### src/rtl/irq_aggr_pkg.sv
package irq_aggr_pkg;

    // Register offsets that software and the interrupt mapping depend on
    localparam logic [31:0] EOI_OFS    = 32'h050;
    localparam logic [31:0] TARGET_OFS = 32'h054;
    localparam logic [31:0] MSI_BASE   = 32'h100;
    localparam logic [31:0] INTX_BASE  = 32'h180;
    localparam int          BANK_STRIDE = 16;

    typedef enum logic [1:0] {
        ACC_NONE,
        ACC_STATUS,
        ACC_EN_SET,
        ACC_EN_CLR
    } acc_kind_e;

    typedef struct packed {
        logic      hit_msi;
        logic      hit_intx;
        logic [7:0] idx;
        acc_kind_e kind;
        logic      is_eoi;
        logic      is_target;
    } reg_dec_t;

    // Register kind selected by the low nibble inside a bank window
    function automatic acc_kind_e nibble_kind(input logic [3:0] nib);
        case (nib)
            4'h4:    return ACC_STATUS;
            4'h8:    return ACC_EN_SET;
            4'hC:    return ACC_EN_CLR;
            default: return ACC_NONE;
        endcase
    endfunction

endpackage

### src/rtl/irq_regdec.sv
module irq_regdec
    import irq_aggr_pkg::*;
#(
    parameter int ADDR_W    = 12,
    parameter int NUM_BANKS = 8,
    parameter int NUM_INTX  = 4
) (
    input  logic [ADDR_W-1:0] addr_i,
    output reg_dec_t          dec_o
);
    localparam logic [31:0] MSI_END  = MSI_BASE  + 32'(BANK_STRIDE * NUM_BANKS);
    localparam logic [31:0] INTX_END = INTX_BASE + 32'(BANK_STRIDE * NUM_INTX);

    logic [31:0] a;
    logic [31:0] rel_m;
    logic [31:0] rel_i;
    acc_kind_e   kind;

    always_comb begin
        a     = 32'(addr_i);
        rel_m = (a - MSI_BASE) >> 4;
        rel_i = (a - INTX_BASE) >> 4;
        kind  = nibble_kind(a[3:0]);
        dec_o = '0;
        dec_o.kind      = kind;
        dec_o.is_eoi    = (a == EOI_OFS);
        dec_o.is_target = (a == TARGET_OFS);
        if (a >= MSI_BASE && a < MSI_END) begin
            dec_o.hit_msi = (kind != ACC_NONE);
            dec_o.idx     = rel_m[7:0];
        end else if (a >= INTX_BASE && a < INTX_END) begin
            dec_o.hit_intx = (kind != ACC_NONE);
            dec_o.idx      = rel_i[7:0];
        end
    end

endmodule

### src/rtl/irq_bank.sv
module irq_bank #(
    parameter int WIDTH = 4
) (
    input  logic             clk,
    input  logic             rst,
    input  logic [WIDTH-1:0] set_i,
    input  logic [WIDTH-1:0] clr_i,
    input  logic [WIDTH-1:0] en_set_i,
    input  logic [WIDTH-1:0] en_clr_i,
    input  logic             eoi_i,
    output logic [WIDTH-1:0] pend_o,
    output logic [WIDTH-1:0] en_o,
    output logic             irq_o
);
    logic armed_q;

    always_ff @(posedge clk) begin
        if (rst) begin
            pend_o  <= '0;
            en_o    <= '0;
            armed_q <= 1'b1;
        end else begin
            // a new request outranks a clear of the same bit
            pend_o <= (pend_o & ~clr_i) | set_i;
            en_o   <= (en_o & ~en_clr_i) | en_set_i;
            if (eoi_i)
                armed_q <= 1'b1;
            else if (|clr_i)
                armed_q <= 1'b0;
        end
    end

    assign irq_o = armed_q & (|(pend_o & en_o));

    assert_set_sticks_R8: assert property (@(posedge clk) disable iff (rst)
        (set_i != '0) |=> ((pend_o & $past(set_i)) == $past(set_i)));

    assert_w1c_clears_R4: assert property (@(posedge clk) disable iff (rst)
        ((clr_i & ~set_i) != '0) |=> ((pend_o & $past(clr_i & ~set_i)) == '0));

    assert_enable_set_R5: assert property (@(posedge clk) disable iff (rst)
        (en_set_i != '0) |=> ((en_o & $past(en_set_i)) == $past(en_set_i)));

    assert_ack_quiet_R7: assert property (@(posedge clk) disable iff (rst)
        ((clr_i != '0) && !eoi_i) |=> !irq_o);

    assert_eoi_rearm_R7: assert property (@(posedge clk) disable iff (rst)
        (eoi_i && ((pend_o & en_o & ~clr_i & ~en_clr_i) != '0)) |=> irq_o);

endmodule

### src/rtl/irq_aggr_top.sv
module irq_aggr_top
    import irq_aggr_pkg::*;
#(
    parameter int NUM_BANKS = 8,
    parameter int BANK_BITS = 4,
    parameter int NUM_INTX  = 4,
    parameter int ADDR_W    = 12,
    parameter int DATA_W    = 32
) (
    input  logic                                       clk,
    input  logic                                       rst,
    input  logic                                       msi_valid_i,
    input  logic [$clog2(NUM_BANKS*BANK_BITS)-1:0]     msi_vector_i,
    input  logic [NUM_INTX-1:0]                        intx_i,
    input  logic                                       reg_en_i,
    input  logic                                       reg_we_i,
    input  logic [ADDR_W-1:0]                          reg_addr_i,
    input  logic [DATA_W-1:0]                          reg_wdata_i,
    output logic [DATA_W-1:0]                          reg_rdata_o,
    output logic [NUM_BANKS-1:0]                       msi_irq_o,
    output logic [NUM_INTX-1:0]                        intx_irq_o
);
    localparam int NUM_VEC = NUM_BANKS * BANK_BITS;
    localparam int VEC_W   = $clog2(NUM_VEC);

    reg_dec_t dec;
    logic     wr;
    logic     rd;
    logic     tgt_wr;
    logic     eoi_wr;

    logic [BANK_BITS-1:0] m_pend [NUM_BANKS];
    logic [BANK_BITS-1:0] m_en   [NUM_BANKS];
    logic                 i_pend [NUM_INTX];
    logic                 i_en   [NUM_INTX];
    logic [DATA_W-1:0]    rd_val;

    irq_regdec #(
        .ADDR_W   (ADDR_W),
        .NUM_BANKS(NUM_BANKS),
        .NUM_INTX (NUM_INTX)
    ) u_dec (
        .addr_i(reg_addr_i),
        .dec_o (dec)
    );

    assign wr     = reg_en_i & reg_we_i;
    assign rd     = reg_en_i & ~reg_we_i;
    assign tgt_wr = wr & dec.is_target;
    assign eoi_wr = wr & dec.is_eoi;

    for (genvar n = 0; n < NUM_BANKS; n++) begin : g_msi
        logic [BANK_BITS-1:0] set_v, clr_v, ens_v, enc_v;
        logic                 sel, eoi_n;

        assign sel   = wr && dec.hit_msi && (dec.idx == 8'(n));
        assign eoi_n = eoi_wr && (reg_wdata_i == DATA_W'(NUM_INTX + n));

        for (genvar b = 0; b < BANK_BITS; b++) begin : g_bit
            // vector n + NUM_BANKS*b lives in bank n, bit b
            assign set_v[b] =
                (msi_valid_i && (msi_vector_i == VEC_W'(n + NUM_BANKS * b))) ||
                (tgt_wr && (reg_wdata_i[VEC_W-1:0] == VEC_W'(n + NUM_BANKS * b)));
        end

        assign clr_v = (sel && dec.kind == ACC_STATUS) ? reg_wdata_i[BANK_BITS-1:0] : '0;
        assign ens_v = (sel && dec.kind == ACC_EN_SET) ? reg_wdata_i[BANK_BITS-1:0] : '0;
        assign enc_v = (sel && dec.kind == ACC_EN_CLR) ? reg_wdata_i[BANK_BITS-1:0] : '0;

        irq_bank #(.WIDTH(BANK_BITS)) u_bank (
            .clk     (clk),
            .rst     (rst),
            .set_i   (set_v),
            .clr_i   (clr_v),
            .en_set_i(ens_v),
            .en_clr_i(enc_v),
            .eoi_i   (eoi_n),
            .pend_o  (m_pend[n]),
            .en_o    (m_en[n]),
            .irq_o   (msi_irq_o[n])
        );
    end

    for (genvar i = 0; i < NUM_INTX; i++) begin : g_intx
        logic sel, eoi_i_n;
        logic [0:0] set_l, clr_l, ens_l, enc_l, pend_l, en_l;

        assign sel     = wr && dec.hit_intx && (dec.idx == 8'(i));
        assign eoi_i_n = eoi_wr && (reg_wdata_i == DATA_W'(i));
        assign set_l   = intx_i[i];
        assign clr_l   = (sel && dec.kind == ACC_STATUS) ? reg_wdata_i[0] : 1'b0;
        assign ens_l   = (sel && dec.kind == ACC_EN_SET) ? reg_wdata_i[0] : 1'b0;
        assign enc_l   = (sel && dec.kind == ACC_EN_CLR) ? reg_wdata_i[0] : 1'b0;

        irq_bank #(.WIDTH(1)) u_line (
            .clk     (clk),
            .rst     (rst),
            .set_i   (set_l),
            .clr_i   (clr_l),
            .en_set_i(ens_l),
            .en_clr_i(enc_l),
            .eoi_i   (eoi_i_n),
            .pend_o  (pend_l),
            .en_o    (en_l),
            .irq_o   (intx_irq_o[i])
        );

        assign i_pend[i] = pend_l[0];
        assign i_en[i]   = en_l[0];
    end

    // read selection: status returns pending bits, either enable offset returns enables
    always_comb begin
        rd_val = '0;
        for (int n = 0; n < NUM_BANKS; n++) begin
            if (dec.hit_msi && dec.idx == 8'(n))
                rd_val[BANK_BITS-1:0] = (dec.kind == ACC_STATUS) ? m_pend[n] : m_en[n];
        end
        for (int i = 0; i < NUM_INTX; i++) begin
            if (dec.hit_intx && dec.idx == 8'(i))
                rd_val[0] = (dec.kind == ACC_STATUS) ? i_pend[i] : i_en[i];
        end
    end

    always_ff @(posedge clk) begin
        if (rst)
            reg_rdata_o <= '0;
        else if (rd)
            reg_rdata_o <= rd_val;
    end

    assert_rst_quiet_R1: assert property (@(posedge clk) disable iff (rst)
        $fell(rst) |-> (msi_irq_o == '0 && intx_irq_o == '0));

endmodule

### config.mk
export PLATFORM = sky130hd
export DESIGN_NAME = irq_aggr_top
export DESIGN_NICKNAME = d
export VERILOG_FILES = /design/src/rtl/irq_aggr_pkg.sv /design/src/rtl/irq_regdec.sv /design/src/rtl/irq_bank.sv /design/src/rtl/irq_aggr_top.sv
export SDC_FILE = /design/constraint.sdc
export NUM_CORES = 1
export LEC_CHECK = 0
export ABC_AREA = 0
export BUFFER_PORTS_ARGS = -buffer_cell sky130_fd_sc_hd__clkbuf_2
export CORE_UTILIZATION = 30
export DETAILED_ROUTE_END_ITERATION = 7
export PLACE_DENSITY = 0.55
export SYNTH_ARGS = -nofsm -noshare
export SYNTH_HDL_FRONTEND = slang
export SYNTH_SLANG_ARGS = --single-unit
### constraint.sdc
create_clock -name clk -period 3.4 [get_ports clk]
set_input_delay 0.68 -clock clk [delete_from_list [all_inputs] [get_ports clk]]
set_output_delay 0.68 -clock clk [all_outputs]
set_load 0.01 [all_outputs]
# Word level (Yosys, flattened, before mapping)
# Index checks and enable logic that the tools add are counted.
# classes
addsub,2
magnitude_cmp,4
n_eq_ne,88
n_mux,65
bitwise_logic,101
n_reduce_logical,205
# op_table
op,n
"equality test 5 bit, second input constant",32
two-way mux 4 bit,40
logical AND 1 bit,140
"equality test 32 x 3 -> 1 bit, second input constant",4
"equality test 32 x 4 -> 1 bit, second input constant",4
AND 4 bit,24
"equality test 5 x 4 -> 1 bit, second input constant",16
"equality test 32 x 2 -> 1 bit, second input constant",2
NOT 4 bit,16
OR 4 bit,16
OR reduction 4 bit,16
"equality test 5 x 3 -> 1 bit, second input constant",8
"equality test 32 x 1 -> 1 bit, second input constant",1
"equality test 8 x 3 -> 1 bit, second input constant",4
zero test 32 bit,1
logical OR 1 bit,32
AND 1 bit,28
"equality test 12 x 7 -> 1 bit, second input constant",2
">= comparator 12 x 9 -> 1 bit, second input constant",2
"less-than comparator 12 x 9 -> 1 bit, second input constant",2
OR reduction 2 bit,12
"subtractor 12 x 9 -> 12 bit, second input constant",2
two-way mux 1 bit,22
"equality test 5 x 2 -> 1 bit, second input constant",4
15 further kinds,35
# word_totals
register_bits,88
inputBits,58
output_inout_bits,44
word_cells,502

# Longest topological paths before layout
# logic_depth
ltp_word,19
mapped_depth,10
depth_no_buf,8

# By module
# From an unflattened synthesis, not the netlist that was laid out.
# unflattened
hier_cells,836
area_unflattened_um2,6069.6
# modules_own_cells
module,instances,cells_each,area_each_um2,seq_area_each_um2
irq_bank at g_msi[0].u_bank ...,8,39,355.3,180.2
irq_aggr_top,1,428,2399.8,80.1
irq_bank at g_intx[0].u_line ...,4,13,123.9,60.1
irq_regdec,1,44,331.6,0.0

# Worst setup path after synthesis
# No wires, ideal clock.
# synth_timing
path_kind,input to register
startpoint,in reg_addr_i[9]
endpoint,reg reg_rdata_o[2]
setup_time_ns,0.115
arrival_time_ns,2.507
t_required_ns,3.285
setup_slack_ns,0.778
path_stages,9
n_path_buf,1
cell_sequence,inv_1 ha_1 nor4bb_1 nand4_1 or2_0 clkbuf_2 a2111oi_0 nor3_1 o21a_1
# synth_between
elab_chain_cells,14
elab_cells_between_ends,35
classes_between,add/sub (2); order compare (4); eq/ne (7); mux (11); reduce/logical (11)
# synth_rtl
element,line_no,rtl
from (decl),irq_aggr_top.sv:17,"input logic [ADDR_W-1:0] reg_addr_i,"
>= comparator 12 x 9 -> 1 bit / less-than comparator 12 x 9 -> 1 bit (equally long branches),irq_regdec.sv:31,end else if (a >= INTX_BASE && a < INTX_END) begin
logical AND 1 bit,irq_regdec.sv:31,
two-way mux 9 bit,irq_regdec.sv:31,
two-way mux 8 bit,irq_regdec.sv:28,if (a >= MSI_BASE && a < MSI_END) begin
zero test 8 bit,irq_aggr_top.sv:116,if (dec.hit_msi && dec.idx == 8'(n))
logical AND 1 bit,irq_aggr_top.sv:116,
two-way mux 4 bit (7 in a row),irq_aggr_top.sv:116,
two-way mux 4 bit (*),irq_aggr_top.sv:116,
to (signal assigned),irq_aggr_top.sv:129,reg_rdata_o <= rd_val;
to (decl),irq_aggr_top.sv:19,"output logic [DATA_W-1:0] reg_rdata_o,"
# Every way passes the cells marked *; elsewhere a longest branch is shown, timed or not.
# A chain may end at the register's enable or synchronous reset.

# Worst setup path after layout
# layout_timing
startpoint,in reg_addr_i[9]
endpoint,reg reg_rdata_o[0]
# layout_between
elab_chain_cells,18
elab_cells_between_ends,44
classes_between,add/sub (2); order compare (4); eq/ne (7); mux (16); reduce/logical (15)
# layout_rtl
element,line_no,rtl
>= comparator 12 x 9 -> 1 bit / less-than comparator 12 x 9 -> 1 bit (equally long branches),irq_regdec.sv:31,
logical AND 1 bit,irq_regdec.sv:31,
two-way mux 9 bit,irq_regdec.sv:31,
two-way mux 8 bit,irq_regdec.sv:28,
zero test 8 bit,"irq_aggr_top.sv:116, irq_aggr_top.sv:120",
logical AND 1 bit,irq_aggr_top.sv:116,
two-way mux 4 bit (8 in a row),irq_aggr_top.sv:116,
two-way mux 1 bit (3 in a row),irq_aggr_top.sv:120,if (dec.hit_intx && dec.idx == 8'(i))
two-way mux 1 bit (*),irq_aggr_top.sv:120,
# Marked as above.

==> results.cfg <==
[logic_synthesis]
synth_area_mm2 = 0.00544
yosys_warnings = 0
synth_top_area_cell = dfxtp_1
synth.top_cells.by_area = dfxtp_1 (32%), a21oi_1 (7.3%), o21ai_0 (7.1%)
avgSynthCellArea_um2 = 7.76
synth_edf_count = 0
synth-seq-cells = 88
synthCells = 701
yosysSeqAreaShare = 0.324
synth.top_cell.area_share = 0.324
yosysUniqueCellTypes = 61
async_flop_share = 0
ys.flop_type = dfxtp_1

[sta]
rsz0062_at_grt = false
finalSetupViolCount = 0
tns_ps = 0
holdWs_ps = 444
clock-skew-final_ps = 6.26
relSlewSlack = 0.561
max_freq_ghz = 0.355
layout_setup_ws_ps = 580
finalMaxSlewViolations = 0
fin_crit_ps = 2820
final-hold-violation-count = 0
max_slew.worst_pin.slew_ps = 654
fin_crit_sh = 0.830

[clocking]
htreeDepth = 3
cts_tree = yes
cts_buffer_depth = 2
clock-sinks = 88
clock-root-buffer = clkbuf_16
cts_resized = 0
cts_setup_buffers = 0
worstSkewPairLatency_ps = 350
holdBufCountCts = 0
path_clk_slew_ps = 70
cts_buffers = 9

[critical_path]
rr_endpoint = reg_rdata_o[1]
rr_startpoint = g_msi[0].u_bank.pend_o[1]
cp_max_fo = 9
cp.required_ps = 3700
path_class = in -> reg
start_kind = primary input
ff2ff_path_depth = 4
critPathCaptureType = flop
arrival_ps = 3120
startpoint = reg_addr_i[9]
cp-endpoint = reg_rdata_o[0]
reg2reg_slack_ps = 1810

[layout]
nFillCells = 1887
antenna_cells = 0
final_util = 0.353
fin_area_mm2 = 0.00617
nNetsFinal = 814
layout-drive-gt1-share = 0.175
area_growth_pct = 13.5

[floorplanning]
die_x_um = 137
die_area_mm2 = 0.0187
num_rows = 48
die_h_um = 137
coreArea_mm2 = 0.0175
start_util = 0.311
io_pins = 102

[route]
viasPerCell = 5.57
final_antenna_net_count = 0
drc = 0
dr.pass1.iters = 5
totalWireLength_mm = 18.7
wl_per_cell_um = 19.0
first_iter_violations = 572
vias = 5459

[global_route]
grt_pass1_vias = 4891
antenna_found_initial = 0
grt_start_max_net_pins = 41
grt_pass1_wl_mm = 28.4
gr-total-overflow = 0
grt_usage = 0.203

[power_and_ir_drop]
power_leakage_uw = 0.00215
ir_drop_uv = 239
intPower_uw = 1740
power_density_mw_per_mm2 = 377
combinationalPowerShare = 0.094
power_switching_share = 0.252
power.switching_uw = 586
p_clk_frac = 0.457
seq_power_share = 0.449

[hold_path]
min_path_type = reg -> reg

[place]
pre_cts_ws_ps = 329
dpl_cell_area_mm2 = 0.00586
io_buffers = 73
place.gp.congestion = 0.902
dpl.hpwl_mm = 14.1

[flow_run]
cap_viol_max_count = 0

[status]
status = finished, final reports clean
## per-layer routing
| layer | vias up | global-route usage | wire [um] |
|---|---|---|---|
| met5 | - | 0 | 0 |
| met4 | 0 | 0.0617 | 279 |
| met3 | 21 | 0.0430 | 1690 |
| met2 | 294 | 0.307 | 8070 |
| met1 | 2545 | 0.287 | 8620 |
| li1 | 2599 | - | - |
## flip-flops by register name (all words and copies together), names as in the netlist
register,cells
g_msi.u_bank.en_o,32
g_msi.u_bank.armed_q,8
g_msi.u_bank.pend_o,32
g_intx.u_line.armed_q,4
g_intx.u_line.pend_o,4
reg_rdata_o,4
g_intx.u_line.en_o,4
## worst max-delay path: stages
cell and delay (ps):
clkbuf_2 120, inv_1 100, ha_1 300, nor4bb_1 430, nand2_1 320, nor2_1 400
nand4_1 180, a2111oi_0 420, or2_1 160
## synthesized netlist by cell type, drive strengths merged (3+ instances only)
cell	n
o31a	3
a21boi	10
nor2	45
nand2b	14
mux2i	12
a22oi	45
a32oi	7
or2	7
nor3	22
nor4	12
o21ai	78
a2111oi	4
clkbuf	31
inv	7
nand4	11
a21oi	79
nor2b	16
and3	8
dfxtp	88
mux2	9
or3	15
a31oi	4
nand3	9
ha	5
and2	6
mux4	3
nor4b	3
buf	49
nand2	73
## kinds of logic (layout without fill, tap and decap cells)
logic type / count (synthesis) / in the layout / synth area share
compound gates: 243 / 243 / 0.268
buf+inv: 87 / 114 / 0.0927
simple gates: 252 / 252 / 0.248
fa+ha+maj: 5 / 5 / 0.0115
mux: 24 / 24 / 0.0538
flops: 88 / 88 / 0.324
other cells: 1 / 28 / 0.000689
xor+xnor: 1 / 1 / 0.00161
## cells in the final DEF, fill, tap and decap left out, types with 3 or more instances in the layout
cell       count
dfxtp_1       88
a21oi_1       79
o21ai_0       77
nand2_1       73
clkbuf_2      73
a22oi_1       45
nor2_1        43
conb_1        28
nor3_1        21
buf_4         18
nor2b_1       16
or3_1         15
nand2b_1      14
mux2i_1       12
a21boi_0      10
nand4_1       10
mux2_2         9
clkbuf_16      9
and3_1         8
nand3_1        8
nor4_1         8
inv_1          7
a32oi_1        7
and2_1         6
ha_1           5
a31oi_1        4
a2111oi_0      4
or2_1          3
o31a_1         3
nor4_2         3
or2_2          3
## worst min-delay path by stage
| stage | endpoint | slack [ps] | depth (start not counted) | start |
|---|---|---|---|---|
| 2_1_floorplan | g_msi[0].u_bank.armed_q | 410 | 2 | g_msi[0].u_bank.armed_q |
| 3_3_place_gp | g_msi[0].u_bank.armed_q | 430 | 2 | g_msi[0].u_bank.armed_q |
| 3_5_place_dp | g_msi[0].u_bank.armed_q | 440 | 2 | g_msi[0].u_bank.armed_q |
| 4_1_cts | g_msi[0].u_bank.armed_q | 450 | 2 | g_msi[0].u_bank.armed_q |
| 5_1_grt | g_msi[0].u_bank.armed_q | 480 | 2 | g_msi[0].u_bank.armed_q |
| 6_report | g_msi[0].u_bank.armed_q | 440 | 2 | g_msi[0].u_bank.armed_q |
## power by group through the flow
stage               Sequential, uW  Clock (uW)  Combinational, uW
detailed placement            1070           0                215
global route                  1050        1120                238
floorplan                     1070           0                152
finish                        1050        1060                219
global placement              1070           0                217
CTS                           1050        1080                216
## layout make-up
cell class	instances	area, um2	share of cell area
multi-input cells	553	3270	0.530
flip-flops and latches	88	1760	0.285
clock buffers	9	225	0.0365
well taps	225	282	0.0456
inverters	7	26.3	0.00426
clock inverters	6	85.1	0.0138
repair buffers	92	520	0.0843
## per-stage QoR
stage	total power, uW	std cells
2_1_floorplan	1220	728
3_3_place_gp	1290	965
3_5_place_dp	1290	965
4_1_cts	2340	980
5_1_grt	2400	980
6_report	2330	980
Note: power is estimated with default switching activity, not from simulation.
